--- config.mk ---
export PLATFORM = sky130hd
export DESIGN_NAME = sync_presence_det
export DESIGN_NICKNAME = d
export VERILOG_FILES = /design/src/rtl/sync_presence_det.sv
export SDC_FILE = /design/constraint.sdc
export NUM_CORES = 1
export LEC_CHECK = 0
export ABC_AREA = 1
export BUFFER_PORTS_ARGS = -buffer_cell sky130_fd_sc_hd__buf_4
export CAP_MARGIN = 0
export CELL_PAD_IN_SITES_DETAIL_PLACEMENT = 0
export CELL_PAD_IN_SITES_GLOBAL_PLACEMENT = 1
export CORE_UTILIZATION = 39
export DETAILED_ROUTE_END_ITERATION = 16
export PLACE_DENSITY_LB_ADDON = 0.1
export SLEW_MARGIN = 40
export SYNTH_ARGS = -nofsm -noshare
export SYNTH_HDL_FRONTEND = slang
export SYNTH_SLANG_ARGS = --single-unit
--- constraint.sdc ---
create_clock -name clk -period 2.2 [get_ports clk]
set_clock_uncertainty 0.05 [all_clocks]
set_input_delay 0.11 -clock clk [delete_from_list [all_inputs] [get_ports clk]]
set_output_delay 0.11 -clock clk [all_outputs]
set_load 0.05 [all_outputs]
--- src/rtl/sync_presence_det.sv ---
module sync_presence_det #(
  parameter int WIN_CYC = 1000000,
  parameter int THRESH  = 384
) (
  input  logic clk,
  input  logic rst_n,
  input  logic sync_in,
  input  logic mode_win,
  input  logic stat_rd,
  input  logic src_wr,
  input  logic irq_mask,
  output logic present
);
  localparam int TW   = $clog2(WIN_CYC);
  localparam int CW   = $clog2(THRESH + 1);
  localparam int HALF = WIN_CYC / 2;
  localparam int DW   = (HALF > 1) ? $clog2(HALF) : 1;

  logic [2:0]    sq;
  logic          sync_rise;
  logic [TW-1:0] tmr;
  logic          last;
  logic [CW-1:0] cnt, cnt_inc;
  logic          qual;
  logic          hist_v, hist_q;
  logic          pend, tgt;
  logic [DW-1:0] dly;
  logic          unused_mask;

  assign unused_mask = irq_mask;
  assign sync_rise   = sq[1] & ~sq[2];
  assign last        = (tmr == TW'(WIN_CYC - 1));
  assign cnt_inc     = (sync_rise && cnt != CW'(THRESH)) ? cnt + CW'(1) : cnt;
  assign qual        = (cnt_inc == CW'(THRESH));

  always_ff @(posedge clk or negedge rst_n) begin
    if (!rst_n) sq <= '0;
    else        sq <= {sq[1:0], sync_in};
  end

  always_ff @(posedge clk or negedge rst_n) begin
    if (!rst_n) begin
      tmr     <= '0;
      cnt     <= '0;
      hist_v  <= 1'b0;
      hist_q  <= 1'b0;
      pend    <= 1'b0;
      tgt     <= 1'b0;
      dly     <= '0;
      present <= 1'b0;
    end else if (src_wr) begin
      tmr     <= '0;
      cnt     <= '0;
      hist_v  <= 1'b0;
      hist_q  <= 1'b0;
      pend    <= 1'b0;
      dly     <= '0;
      present <= 1'b0;
    end else begin
      if (!mode_win) begin
        if (sync_rise)    present <= 1'b1;
        else if (stat_rd) present <= 1'b0;
      end
      if (last) begin
        tmr    <= '0;
        cnt    <= '0;
        hist_v <= 1'b1;
        hist_q <= qual;
        if (hist_v && hist_q == qual) begin
          pend <= 1'b1;
          tgt  <= qual;
          dly  <= '0;
        end
      end else begin
        tmr <= tmr + TW'(1);
        cnt <= cnt_inc;
        if (pend) begin
          if (dly == DW'(HALF - 1)) begin
            pend <= 1'b0;
            if (mode_win) present <= tgt;
          end else begin
            dly <= dly + DW'(1);
          end
        end
      end
    end
  end
endmodule


==> results.sh <==
export IMPL_p_int_mw=1.35
export IMPL_fin_util=0.486
export IMPL_synth_edf_count=0
export IMPL_cts_sinks=56
export IMPL_drt_iter0_markers=79
export IMPL_antenna_found_initial=0
export IMPL_drive_above_1_share=0.190
export IMPL_hold_violations=0
export IMPL_register_area_sq_mm=0.00140
export IMPL_status="finished clean"
export IMPL_maxCapViolCount=0
export IMPL_syn_to_final_growth_pct=18.8
export IMPL_fin_ws_ns=0.0177
export IMPL_wl_um=7420
export IMPL_syn_area_per_cell_sq_um=7.33
export IMPL_clkTransAtPathRegs_ns=0.11
export IMPL_firstDrtPassIters=4
export IMPL_min_path_type="input port to flip-flop"
export IMPL_p_comb_frac=0.079
export IMPL_grt_max_degree=57
export IMPL_ys_ff_latch=56
export IMPL_yosys_top_cells_area="dfrtp_1 44%, nand2_1 15%, nand3_1 6.7%"
export IMPL_numPortBuffers=6
export IMPL_design_core_area_sq_mm=0.00785
export IMPL_yosys_warnings=0
export IMPL_grt_setup_unrepaired="yes"
export IMPL_cts_buffer_depth=2
export IMPL_antenna_cells=0
export IMPL_setup_violations=0
export IMPL_critical_path_class="flip-flop to flip-flop"
export IMPL_p_seq_frac=0.581
export IMPL_synthFlopType="dfrtp_1"
export IMPL_std_cell_rows=32
export IMPL_insertion_delay_ns=0.31
export IMPL_dp_hpwl_um=4880
export IMPL_die_y_um=92.7
export IMPL_pre_cts_slack_ns=0.0639
export IMPL_timing_final_crit_share=0.992
export IMPL_p_switching_mw=0.458
export IMPL_avgRoutedWirePerCell_um=13.0
export IMPL_routed_via_density=4.87
export IMPL_synthCells=438
export IMPL_async_flop_share=1.00
export IMPL_htree_levels=2
export IMPL_clockPowerShare=0.340
export IMPL_cts_tree="yes"
export IMPL_nNetsFinal=479
export IMPL_ir_worst_vdd_mv=0.247
export IMPL_period_minus_slack_ns=2.18
export IMPL_powerDensity_mw_per_mm2=473
export IMPL_multi_input_area_sq_mm=0.00176
export IMPL_yosys_area_top_type="dfrtp_1"
export IMPL_critPathMaxFanout=6
export IMPL_via_count=2779
export IMPL_worst_slew_pin_slew_ns=0.534
export IMPL_max_slew_margin_rel=0.644
export IMPL_grt_pass1_vias=2599
export IMPL_grt_overflow_total=0
export IMPL_die_area_sq_mm=0.00860
export IMPL_die_width_um=92.7
export IMPL_p_leak_nw=1.82
export IMPL_grt_usage=0.177
export IMPL_drtAntennaViolNets=0
export IMPL_arrival_ns=2.40
export IMPL_cts_root_buffer="clkbuf_8"
export IMPL_synth_top_area_share=0.437
export IMPL_syn_nets=449
export IMPL_seq_area_frac_synth=0.437
export IMPL_gp_congestion=0.784
export IMPL_drv_slew=0
export IMPL_ys_types=33
export IMPL_cp_required_ns=2.41
export IMPL_cp_end_kind="flip-flop"
export IMPL_fill_cells=812
export IMPL_ios=8
export IMPL_start_util=0.409
export IMPL_synthesis_area_sq_mm=0.00321
export IMPL_start_kind="flip-flop"
export IMPL_drc=0
export IMPL_p_sw_frac=0.254
export IMPL_fmax_mhz=458
export IMPL_grt_pass1_wl_um=12200
export IMPL_numCtsBuffers=5
-- cells in the mapped netlist (2+ instances only) --
master,instances
nor3_1,9
nand2_4,2
a21oi_1,13
nand2_2,4
a211oi_1,2
nand4_1,10
xnor2_1,2
nor4_1,7
o21ai_0,17
nor2_1,57
or2_2,2
dfrtp_1,56
xor2_1,10
nand3_1,43
buf_1,2
inv_1,52
ha_1,4
nor2_2,4
nand2_1,124
nand3_2,5
-- stage by stage --
stage               TNS [ns]  hold WS (ns)  total power, mW  cell area, sq um  cells
detailed placement         0         0.172             1.18              3440    552
floorplan                  0        -0.236             1.12              3210    438
global route           -1.88         0.184             1.89              3810    571
CTS                        0         0.139             1.81              3560    563
finish                     0         0.153             1.80              3810    571
global placement           0         0.169             1.18              3440    552
-- cell type report --
cell class | instances | area share
Clock buffer | 6 | 0.0217
Clock inverter | 2 | 0.00361
Inverter | 53 | 0.0522
Multi-Input combinational cell | 325 | 0.461
Sequential cell | 56 | 0.368
Tap cell | 102 | 0.0335
Timing Repair Buffer | 27 | 0.0601
-- path summary, 6_finish.rpt --
path	from	endpoint	slack, ns	depth (start not counted)
worst max-delay path	cnt[1]	dly[13]	0.02	17
worst min-delay path	mode_win	present	0.15	4
worst max register to register	cnt[1]	dly[13]	0.02	17
worst min register to register	sq[0]	sq[1]	0.32	0
max in group asynchronous	rst_n	cnt[0]	1.43	2
min in group asynchronous	rst_n	tmr[2]	0.27	2
-- what timing repair did --
item,in CTS,in global routing
hold endpoints to repair,60,0
hold buffers,3,0
resized for setup,0,49
buffers inserted,0,5
endpoints found under the setup margin,0,20
-- worst max-delay path, stage by stage, from the launching register on --
cell	delay, ns
dfrtp_2	0.46
inv_2	0.10
ha_4	0.14
nand2_2	0.05
nor2_2	0.08
nand2_2	0.11
nand2_2	0.10
nand2_2	0.05
nand2_2	0.09
nand2_2	0.07
nor2_4	0.11
nand3_2	0.09
nand2_2	0.11
nand3_4	0.09
nand2_8	0.14
buf_6	0.15
nand3_2	0.07
nand2_2	0.06
-- cells in the final DEF, fill, tap and decap left out, drive strengths merged --
master	Yosys	layout
clkinv	0	1
nand2	130	132
or2	2	2
o21ai	17	17
nand4	10	10
buf	5	24
nor3	9	9
nor3b	2	2
nor4	7	7
nand3b	1	1
nor4b	1	1
dlygate4sd3	0	3
o21bai	1	1
xnor2	2	2
a21oi	13	13
ha	4	4
clkbuf	1	6
inv	53	54
nand3	48	48
nor2	62	62
a31oi	1	1
o21a	1	1
dfrtp	56	56
a211oi	2	2
xor2	10	10
-- registers in the layout, summed over array words and instances, names as in the netlist --
name and flops:
cnt 9, dly 19, sq 3, tgt 1, tmr 20, pend 1, present 1, hist_q 1
hist_v 1
-- cells by family after synthesis --
group                      after synthesis  synth area share
xor gates and xnor gates                12            0.0327
and+or+nand+nor                        272             0.383
AOI/OAI and AO/OA                       35            0.0593
adders and majority gates                4            0.0156
DFF                                     56             0.437
buffers and inverters                   59            0.0729
-- power by group through the flow --
stage	sequential [mW]	combinational (mW)	clock (mW)
after detailed placement	1.07	0.110	0
after global placement	1.07	0.109	0
after global routing	1.05	0.160	0.683
after CTS	1.05	0.114	0.654
after floorplan	1.07	0.0558	0
final	1.05	0.142	0.614
-- per-layer routing --
| metal | track usage | wire (um) | part of all wire |
|---|---|---|---|
| met3 | 0.0320 | 118 | 0.016 |
| met5 | 0 | 0 | 0 |
| met4 | 0.0487 | 70 | 0.0094 |
| met1 | 0.246 | 3790 | 0.51 |
| met2 | 0.285 | 3440 | 0.46 |
(Power assumes the default switching activity.)
